### config.mk
export PLATFORM = sky130hd
export DESIGN_NAME = aux_rd_seq
export DESIGN_NICKNAME = d
export VERILOG_FILES = /design/src/rtl/aux_rd_pkg.sv /design/src/rtl/aux_rd_addr_fmt.sv /design/src/rtl/aux_rd_retry_ctr.sv /design/src/rtl/aux_rd_wait_timer.sv /design/src/rtl/aux_rd_seq.sv
export SDC_FILE = /design/constraint.sdc
export NUM_CORES = 1
export LEC_CHECK = 0
export ABC_AREA = 1
export BUFFER_PORTS_ARGS = -buffer_cell sky130_fd_sc_hd__buf_4
export CAP_MARGIN = 0
export CORE_UTILIZATION = 45
export CTS_CLUSTER_SIZE = 14
export DETAILED_ROUTE_END_ITERATION = 7
export GPL_TIMING_DRIVEN = 1
export PLACE_DENSITY = 0.7
export SYNTH_ARGS = -nofsm -noshare
export SYNTH_HDL_FRONTEND = slang
export SYNTH_SLANG_ARGS = --single-unit
### constraint.sdc
create_clock -name clk -period 2.09 [get_ports clk]
set_input_delay 0.418 -clock clk [delete_from_list [all_inputs] [get_ports clk]]
set_output_delay 0.418 -clock clk [all_outputs]
set_load 0.05 [all_outputs]
### src/rtl/aux_rd_pkg.sv
// Shared codes and types of the AUX read sequencer.
package aux_rd_pkg;
    // channel outcome codes
    localparam logic [2:0] OC_OK      = 3'd0;
    localparam logic [2:0] OC_INVALID = 3'd1;
    localparam logic [2:0] OC_TIMEOUT = 3'd2;
    localparam logic [2:0] OC_HPD     = 3'd3;
    // reply codes
    localparam logic [2:0] RP_ACK     = 3'd0;
    localparam logic [2:0] RP_NACK    = 3'd1;
    localparam logic [2:0] RP_DEF_NAT = 3'd2;
    localparam logic [2:0] RP_DEF_I2C = 3'd3;
    localparam logic [2:0] RP_HPD     = 3'd4;
    // final status codes
    localparam logic [2:0] ST_SUCCESS = 3'd0;
    localparam logic [2:0] ST_NACK    = 3'd1;
    localparam logic [2:0] ST_TIMEOUT = 3'd2;
    localparam logic [2:0] ST_PROTO   = 3'd3;
    localparam logic [2:0] ST_HPD     = 3'd4;
    localparam logic [2:0] ST_UNKNOWN = 3'd5;
    // attempt actions
    localparam logic [1:0] ACT_NATIVE  = 2'd0;
    localparam logic [1:0] ACT_I2C     = 2'd1;
    localparam logic [1:0] ACT_I2C_MOT = 2'd2;
    // retry counter slots
    localparam int unsigned K_INV  = 0;
    localparam int unsigned K_TMO  = 1;
    localparam int unsigned K_DFN  = 2;
    localparam int unsigned K_DFI  = 3;
    localparam int unsigned K_SHRT = 4;
    localparam int unsigned NUM_K  = 5;

    typedef enum logic [1:0] {S_IDLE, S_ISSUE, S_WAIT, S_PAUSE} seq_state_t;
    typedef enum logic [1:0] {V_RETRY, V_PAUSE, V_FINISH} verdict_t;
endpackage

### src/rtl/aux_rd_addr_fmt.sv
// Forms the channel address and action from the latched request.
// Assumes an I2C request carries the 8-bit (read/write bit included) address.
module aux_rd_addr_fmt #(
    parameter int unsigned ADDR_W = 20
) (
    input  logic              is_i2c,
    input  logic              mot,
    input  logic [ADDR_W-1:0] addr_in,
    output logic [ADDR_W-1:0] addr_out,
    output logic [1:0]        action
);
    import aux_rd_pkg::*;

    // pick address shape and action code from the address space
    always_comb begin
        if (is_i2c) begin
            addr_out = addr_in >> 1;
            action   = mot ? ACT_I2C_MOT : ACT_I2C;
        end else begin
            addr_out = addr_in;
            action   = ACT_NATIVE;
        end
    end
endmodule

### src/rtl/aux_rd_retry_ctr.sv
// Retry counter for one failure class. Clear wins over increment.
// 'over' is high once the count has reached LIMIT, so one more event
// of the class takes it past the limit.
module aux_rd_retry_ctr #(
    parameter int unsigned LIMIT = 6
) (
    input  logic clk,
    input  logic rst_n,
    input  logic clr,
    input  logic inc,
    output logic over
);
    localparam int unsigned W = $clog2(LIMIT + 2);
    localparam logic [W-1:0] LIM_V = W'(LIMIT);

    logic [W-1:0] cnt;

    // count class events, saturating at the top code
    always_ff @(posedge clk) begin
        if (!rst_n || clr) begin
            cnt <= '0;
        end else if (inc && (cnt != '1)) begin
            cnt <= cnt + 1'b1;
        end
    end

    assign over = (cnt >= LIM_V);
endmodule

### src/rtl/aux_rd_wait_timer.sv
// One-shot pause timer: after 'start', 'fin' rises in the CYCLES-th cycle.
// Assumes CYCLES >= 1.
module aux_rd_wait_timer #(
    parameter int unsigned CYCLES = 50000
) (
    input  logic clk,
    input  logic rst_n,
    input  logic start,
    output logic fin
);
    localparam int unsigned CW = $clog2(CYCLES + 1);

    logic [CW-1:0] cnt;
    logic          active;

    // load on start, count down to zero, then go quiet
    always_ff @(posedge clk) begin
        if (!rst_n) begin
            active <= 1'b0;
            cnt    <= '0;
        end else if (start) begin
            active <= 1'b1;
            cnt    <= CW'(CYCLES - 1);
        end else if (active) begin
            if (cnt == '0) active <= 1'b0;
            else           cnt    <= cnt - 1'b1;
        end
    end

    assign fin = active && (cnt == '0);
endmodule

### src/rtl/aux_rd_seq.sv
// AUX read retry sequencer top. Takes one read request while idle.
// Each attempt sends a one-cycle ch_req_valid, then waits for one
// ch_rsp_valid, sorts the answer and retries, pauses or finishes.
// Assumes the channel answers each attempt exactly once and never
// before the attempt strobe.
module aux_rd_seq #(
    parameter int unsigned ADDR_W       = 20,
    parameter int unsigned LEN_W        = 8,
    parameter int unsigned INV_LIMIT    = 1,
    parameter int unsigned TMO_LIMIT    = 2,
    parameter int unsigned DEFER_LIMIT  = 6,
    parameter int unsigned SHORT_LIMIT  = 1,
    parameter int unsigned INV_WAIT_CYC = 50000
) (
    input  logic              clk,
    input  logic              rst_n,
    input  logic              req_valid,
    input  logic              req_i2c,
    input  logic              req_mot,
    input  logic [ADDR_W-1:0] req_addr,
    input  logic [LEN_W-1:0]  req_len,
    output logic              busy,
    output logic              ch_req_valid,
    output logic [1:0]        ch_req_action,
    output logic [ADDR_W-1:0] ch_req_addr,
    output logic [LEN_W-1:0]  ch_req_offset,
    output logic [LEN_W-1:0]  ch_req_len,
    input  logic              ch_rsp_valid,
    input  logic [2:0]        ch_rsp_outcome,
    input  logic [2:0]        ch_rsp_reply,
    input  logic [LEN_W-1:0]  ch_rsp_count,
    output logic              done,
    output logic [2:0]        status
);
    import aux_rd_pkg::*;

    localparam int unsigned LIMS [NUM_K] =
        '{INV_LIMIT, TMO_LIMIT, DEFER_LIMIT, DEFER_LIMIT, SHORT_LIMIT};

    seq_state_t        state;
    logic              lat_i2c, lat_mot;
    logic [ADDR_W-1:0] lat_addr;
    logic [LEN_W-1:0]  remaining, offset;
    logic              done_q;
    logic [2:0]        status_q;

    logic              accept, rsp_fire, tmr_fin;
    logic [NUM_K-1:0]  k_inc, k_clr, k_over;
    verdict_t          verdict;
    logic [2:0]        fin_status;
    logic              take_short;

    assign accept   = (state == S_IDLE) && req_valid;
    assign rsp_fire = (state == S_WAIT) && ch_rsp_valid;

    aux_rd_addr_fmt #(.ADDR_W(ADDR_W)) fmt_i (
        .is_i2c  (lat_i2c),
        .mot     (lat_mot),
        .addr_in (lat_addr),
        .addr_out(ch_req_addr),
        .action  (ch_req_action)
    );

    // one retry counter per failure class, cleared at the start of a read
    for (genvar k = 0; k < NUM_K; k++) begin : g_ctr
        aux_rd_retry_ctr #(.LIMIT(LIMS[k])) ctr_i (
            .clk  (clk),
            .rst_n(rst_n),
            .clr  (accept || (rsp_fire && k_clr[k])),
            .inc  (rsp_fire && k_inc[k]),
            .over (k_over[k])
        );
    end

    aux_rd_wait_timer #(.CYCLES(INV_WAIT_CYC)) tmr_i (
        .clk  (clk),
        .rst_n(rst_n),
        .start(rsp_fire && (verdict == V_PAUSE)),
        .fin  (tmr_fin)
    );

    // sort the channel answer into a verdict and counter updates
    always_comb begin
        k_inc      = '0;
        k_clr      = '0;
        verdict    = V_RETRY;
        fin_status = ST_SUCCESS;
        take_short = 1'b0;
        case (ch_rsp_outcome)
            OC_OK: begin
                if (ch_rsp_count > remaining) begin
                    verdict    = V_FINISH;
                    fin_status = ST_PROTO;
                end else begin
                    k_clr[K_TMO] = 1'b1;
                    k_clr[K_INV] = 1'b1;
                    case (ch_rsp_reply)
                        RP_ACK: begin
                            k_clr[K_DFN] = 1'b1;
                            if (ch_rsp_count == remaining) begin
                                verdict = V_FINISH;
                            end else begin
                                k_inc[K_SHRT] = 1'b1;
                                take_short    = 1'b1;
                                if (k_over[K_SHRT]) begin
                                    verdict    = V_FINISH;
                                    fin_status = ST_PROTO;
                                end
                            end
                        end
                        RP_NACK: begin
                            verdict    = V_FINISH;
                            fin_status = ST_NACK;
                        end
                        RP_DEF_NAT: begin
                            k_inc[K_DFN] = 1'b1;
                            if (k_over[K_DFN]) begin
                                verdict    = V_FINISH;
                                fin_status = ST_TIMEOUT;
                            end
                        end
                        RP_DEF_I2C: begin
                            k_clr[K_DFN] = 1'b1;
                            k_inc[K_DFI] = 1'b1;
                            if (k_over[K_DFI]) begin
                                verdict    = V_FINISH;
                                fin_status = ST_TIMEOUT;
                            end
                        end
                        RP_HPD: begin
                            verdict    = V_FINISH;
                            fin_status = ST_HPD;
                        end
                        default: begin
                            verdict    = V_FINISH;
                            fin_status = ST_UNKNOWN;
                        end
                    endcase
                end
            end
            OC_INVALID: begin
                k_inc[K_INV] = 1'b1;
                if (k_over[K_INV]) begin
                    verdict    = V_FINISH;
                    fin_status = ST_PROTO;
                end else begin
                    verdict = V_PAUSE;
                end
            end
            OC_TIMEOUT: begin
                k_inc[K_TMO] = 1'b1;
                if (k_over[K_TMO]) begin
                    verdict    = V_FINISH;
                    fin_status = ST_TIMEOUT;
                end
            end
            OC_HPD: begin
                verdict    = V_FINISH;
                fin_status = ST_HPD;
            end
            default: begin
                verdict    = V_FINISH;
                fin_status = ST_UNKNOWN;
            end
        endcase
    end

    // sequence attempts, track offset and remaining length, report result
    always_ff @(posedge clk) begin
        if (!rst_n) begin
            state     <= S_IDLE;
            lat_i2c   <= 1'b0;
            lat_mot   <= 1'b0;
            lat_addr  <= '0;
            remaining <= '0;
            offset    <= '0;
            done_q    <= 1'b0;
            status_q  <= ST_SUCCESS;
        end else begin
            done_q <= 1'b0;
            case (state)
                S_IDLE: begin
                    if (req_valid) begin
                        lat_i2c   <= req_i2c;
                        lat_mot   <= req_mot;
                        lat_addr  <= req_addr;
                        remaining <= req_len;
                        offset    <= '0;
                        state     <= S_ISSUE;
                    end
                end
                S_ISSUE: state <= S_WAIT;
                S_WAIT: begin
                    if (ch_rsp_valid) begin
                        if (take_short) begin
                            remaining <= remaining - ch_rsp_count;
                            offset    <= offset + ch_rsp_count;
                        end
                        case (verdict)
                            V_FINISH: begin
                                done_q   <= 1'b1;
                                status_q <= fin_status;
                                state    <= S_IDLE;
                            end
                            V_PAUSE: state <= S_PAUSE;
                            default: state <= S_ISSUE;
                        endcase
                    end
                end
                S_PAUSE: begin
                    if (tmr_fin) state <= S_ISSUE;
                end
                default: state <= S_IDLE;
            endcase
        end
    end

    assign busy          = (state != S_IDLE);
    assign ch_req_valid  = (state == S_ISSUE);
    assign ch_req_offset = offset;
    assign ch_req_len    = remaining;
    assign done          = done_q;
    assign status        = status_q;
endmodule

; ---- After elaboration in Yosys (flattened, before gate mapping)
; Index checks and enable logic that the tools add are counted.
[word_totals]
regBits = 73
input_bits = 48
output_inout_bits = 44
wordCells = 150
[op_classes]
addsub = 8
order_cmp = 6
n_eq_ne = 23
muxes = 54
bitwise = 2
reduce_logical = 41
[op_table]
columns = op, count
row1 = $mux W16, 3
row2 = $mux W8, 6
row3 = $mux W2, 17
row4 = $pmux W8 S2, 2
row5 = $mux W20, 1
row6 = $mux W3, 6
row7 = $logic_and A1 B1 Y1, 17
row8 = $logic_not A16 Y1, 1
row9 = $sub A16 B1 Y16 const B, 1
row10 = $pmux W3 S5, 1
row11 = $ne A2 B2 Y1 const B, 7
row12 = $mux W1, 13
row13 = $eq A3 B2 Y1 const B, 4
row14 = $pmux W2 S3, 2
row15 = $pmux W3 S4, 1
row16 = $reduce_and A3 Y1, 3
row17 = $add A8 B8 Y8, 1
row18 = $eq A8 B8 Y1, 1
row19 = $gt A8 B8 Y1, 1
row20 = $pmux W2 S4, 1
row21 = $sub A8 B8 Y8, 1
row22 = $logic_or A1 B1 Y1, 7
row23 = $add A2 B1 Y2 const B, 3
row24 = $add A3 B1 Y3 const B, 2
row25 = 18 further kinds, 32

; ---- Depth between registers and ports, before layout
[logic_depth]
depth_word = 10
depth_mapped = 15
depth_no_buf = 15

; ---- Cells and area by module
; A second synthesis with hierarchy kept.
[hier_totals]
hier_cells = 750
area_unflattened_um2 = 4895.9
[modules_own_cells]
columns = module, n_inst, cells_each, area_each_um2, seq_area_each_um2
row1 = aux_rd_seq, 1, 398, 2755.1, 880.8
row2 = aux_rd_wait_timer, 1, 174, 1104.8, 340.3
row3 = aux_rd_retry_ctr at g_ctr[2].ctr_i ..., 2, 26, 182.7, 60.1
row4 = aux_rd_addr_fmt, 1, 67, 274.0, 0.0
row5 = aux_rd_retry_ctr at g_ctr[0].ctr_i ..., 2, 21, 133.9, 40.0
row6 = aux_rd_retry_ctr at g_ctr[1].ctr_i, 1, 17, 128.9, 40.0

; ---- Least setup slack after synthesis
; No wires, ideal clock.
[synth_timing]
path_type = flip-flop to flip-flop
startpoint = reg remaining[0], in the netlist ch_req_len[0]
endpoint = reg remaining[5], in the netlist ch_req_len[5]
setup_ns = 0.116
t_arrival_ns = 2.310
t_required_ns = 1.974
setup_slack_ns = -0.337
stages_incl_launch_ff = 15
path_buffers = 1
synth_period_minus_slack_ns = 2.427
path_cell_list = dfxtp_1 inv_1 ha_1 fa_1 inv_1 nand3_1 nand2_2 nand2_2 nand2_4 nand3_4 nand2_2 nand2_4 buf_12 nor2_1 nor2_1
[synth_between]
elab_chain_cells = 7
elab_cells_between_ends = 12
cone_classes = 1 x add/sub / 1 x order compare / 2 x eq/ne / 7 x mux / 1 x reduce/logical
[synth_lines]
columns = item, line
row1 = "start, declared", aux_rd_seq.sv:43  ; logic [LEN_W-1:0] remaining, offset;
row2 = "start signal, assigned", aux_rd_seq.sv:187  ; remaining <= req_len;
row3 = "start signal, assigned", aux_rd_seq.sv:196  ; remaining <= remaining - ch_rsp_count;
row4 = "parallel branches: the longest is 7 deep, another holds $gt A8 B8 Y1", --
; Several ways; the timed one is not identified. The select of a mux whose other input is x is not followed.
; A chain may end at the register's enable or synchronous reset.

; ---- Final worst setup path
[layout_timing]
startpoint = reg remaining[0], in the netlist ch_req_len[0]
endpoint = reg offset[3], in the netlist ch_req_offset[3]
[layout_between]
elab_chain_cells = 7
elab_cells_between_ends = 8
cone_classes = 1 x order compare / 2 x eq/ne / 4 x mux / 1 x reduce/logical
[layout_lines]
columns = item, line
row1 = "parallel branches: the longest is 3 deep, another holds $gt A8 B8 Y1", --
row2 = $mux W1 *, aux_rd_seq.sv:91  ; if (ch_rsp_count > remaining) begin
row3 = $mux W1 *, aux_rd_seq.sv:89  ; case (ch_rsp_outcome)
row4 = $ne A2 B2 Y1 (no source line) *, --
row5 = $reduce_and A4 Y1 (no source line) *, --
row6 = "end signal, assigned", aux_rd_seq.sv:197  ; offset <= offset + ch_rsp_count;
row7 = "end, declared", aux_rd_seq.sv:43
; Every way passes the cells marked *.

==> impl_metrics.yaml <==
sta:
  hold_viol: 0
  min_period_ps: 2082
  clock_skew_ps: 12.34
  rsz0062_at_grt: "true"
  tightestPinTransition_ps: 558.0
  fin_crit_sh: 0.9964
  slew_viol_final: 0
  holdWs_ps: 302.6
  setup_violations: 0
  max_freq_ghz: 0.4802
  slew_headroom: 0.6280
critical_path:
  crit_slowest_cell: "dfxtp_4"
  arrival_ps: 2330
  cp.required_ps: 2340
  crit_top_cell: "nand2_4"
  crit_path_start_kind: "flip-flop"
  end_kind: "flip-flop"
  cp_slowest_stage_delay_ps: 370
  path_class: "flip-flop to flip-flop"
  cp_max_fo: 7
  path_cells: "inv_4, ha_4, fa_2, inv_2, nand3_2, nand2_2, nand2_2, nand2_4, nand3_4, nand2_4, nand2_8, buf_12, nand2_4, a21oi_2"
floorplan:
  start_util: 0.4697
  coreArea_sq_um: 9910
  rows: 36
  die_area_sq_um: 10750
  die_width_microns: 103.7
  die_y_microns: 103.7
  ioPinCount: 92
finish:
  area_growth_syn_to_layout_pct: 31.21
  final_cell_area_sq_um: 6107
  final_nets: 892
  drive_gt1_frac: 0.2626
  antenna_cells: 0
route:
  drtIter0Drc: 158
  wl_mm: 12.04
  antenna_left: 0
  avgRoutedWirePerCell_microns: 12.70
  vias: 4784
  dr.pass1.iters: 5
  drt-vias-per-instance: 5.046
  drc: 0
cts:
  cts_tree: "done"
  clock_latency_ps: 360
  clk_pin_slew_ps: 80
  cts-root-buf: "clkbuf_8"
  cts_buffers: 9
  cts_sinks: 73
  htreeDepth: 3
  clockBufferDepth: 2
synthesis:
  ys_types: 40
  post-synth-top-count-cell: "nand2_1"
  ys_ff_latch: 73
  yosysTopAreaCellShare: 0.3140
  yosysSeqAreaShare: 0.3140
  synth_nets: 774
  synthTopCellsByArea: "dfxtp_1 (31%), nand2_1 (15%), ha_1 (8.6%), nor2_1 (8.0%), inv_1 (5.6%)"
  synth_compound_area_frac: 0.1309
  synth_top_family_by_area: "simple AND/OR/NAND/NOR gates"
  synth_edf_count: 0
  synth-xor-area-share: 0.02823
  ys_warn_count: 0
  syn_area_sq_um: 4654
  synth-adder-area-share: 0.09462
  synth-simple-area-share: 0.3532
  yosys-top-cells-count: "nand2_1 (189), nor2_1 (99), dfxtp_1 (73), inv_1 (70), o21ai_0 (48)"
  synthMuxAreaShare: 0
  async_reset_ff_frac: 0
  yosys.area.top_type: "dfxtp_1"
  postSynthAreaPerCell_sq_um: 6.726
  syn_inst: 692
  synth_flop_cell: "dfxtp_1"
power:
  p_clk_frac: 0.203
  p_seq_frac: 0.255
  p_sw_frac: 0.4555
  ir_drop_uv: 616.7
  p_switching_mw: 3.189
  intPower_mw: 3.811
  leakage_nw: 3.162
  power_density_nw_per_um2: 1146
  combPwrFrac: 0.542
place:
  globalplace.congestion: 0.8216
  dpl.hpwl_mm: 8.785
  port_buffers: 91
  placed_cell_area_sq_um: 5679
grt:
  grt_pass1_wl_mm: 20.07
  grt_pass1_vias: 4526
  antenna_found_initial: 0
  overflow: 0
  gr-usage-all-layers: 0.2261
  grt_max_degree: 41
hold_path:
  min_path_type: "input pin to flip-flop"
outcome:
  outcome: "finished clean"
flow_run:
  max_cap_viol_count: 0
[sequential cells by signal, indices dropped and copies added (netlist names)]
signal           flops
lat_mot              1
ch_req_offset        8
done                 1
lat_i2c              1
g_ctr.ctr_i.cnt     12
state                2
lat_addr            20
status               3
ch_req_len           8
tmr_i.cnt           16
tmr_i.active         1
[power groups by stage]
stage / Sequential (mW) / Clock (mW) / Combinational (mW)
5_1_grt: 1.81 / 1.50 / 4.12
3_5_place_dp: 1.81 / 0 / 3.51
2_1_floorplan: 1.99 / 0 / 2.22
6_report: 1.78 / 1.42 / 3.80
3_3_place_gp: 1.80 / 0 / 3.45
4_1_cts: 1.78 / 1.44 / 3.57
[routing by layer]
| metal | vias up | global-route usage | part of all wire |
|---|---|---|---|
| met5 | - | 0 | 0 |
| met4 | 0 | 0.08980 | 0.021 |
| met3 | 21 | 0.02895 | 0.045 |
| met2 | 121 | 0.3998 | 0.48 |
| met1 | 2194 | 0.2777 | 0.45 |
| li1 | 2448 | - | - |
[per-stage QoR]
stage                     TNS [ps]  power (mW)  instances    util  setup slack, ps
after floorplan                  0       4.210        692       -            5.153
after global placement       -1148       5.247        927  0.5731           -101.4
after detailed placement     -2372       5.312        927  0.5731           -199.3
after CTS                        0       6.784        943  0.6013            6.709
after global routing        -805.1       7.427        948  0.6163           -82.60
final                            0       7.001        948  0.6163            7.523
[what timing repair did]
item / in CTS / in global routing
hold buffers: 0 / 0
setup endpoints to repair: 13 / 27
buffers inserted: 0 / 4
gates resized for setup: 8 / 35
cloned: 0 / 1
pin swaps: 2 / 16
[cell families (layout without fill, tap and decap cells)]
logic type,count (synthesis),after routing
simple gates,369,370
compound gates,108,108
buf+inv,93,215
flops,73,73
fa+ha+maj,34,34
xor+xnor,15,15
[cells in the final DEF, fill, tap and decap left out, drive strengths merged, types with 26 or more instances in the layout]
master / n
a21oi: 45
buf: 123
dfxtp: 73
ha: 32
inv: 76
nand2: 206
nand3: 26
nor2: 105
o21ai: 51
[final cells by class]
| type | count | area, sq um |
|---|---|---|
| clock inverters | 6 | 115.1 |
| well taps | 133 | 166.4 |
| inverters | 76 | 290.3 |
| clock buffers | 10 | 137.6 |
| flip-flops and latches | 73 | 1466 |
| fillers | 914 | 3802 |
| repair buffers | 123 | 968.4 |
| multi-input cells | 527 | 2963 |
[worst paths after layout]
kind                          from               endpoint  slack [ps]  depth (start not counted)
max                  ch_req_len[0]       ch_req_offset[3]           8                         14
min                   req_addr[14]           lat_addr[14]         300                          3
max reg2reg          ch_req_len[0]       ch_req_offset[3]           8                         14
min reg2reg  g_ctr[3].ctr_i.cnt[1]  g_ctr[3].ctr_i.cnt[1]         460                          2
[critical path: cells and delay by family (launching register included)]
kind	cells	cell delay (ps)
adders and majority gates	2	520
buffers and inverters	3	270
AOI/OAI and AO/OA	1	40
DFF	1	370
and+or+nand+nor	8	780
No activity file was read; power rests on OpenSTA's default activity.
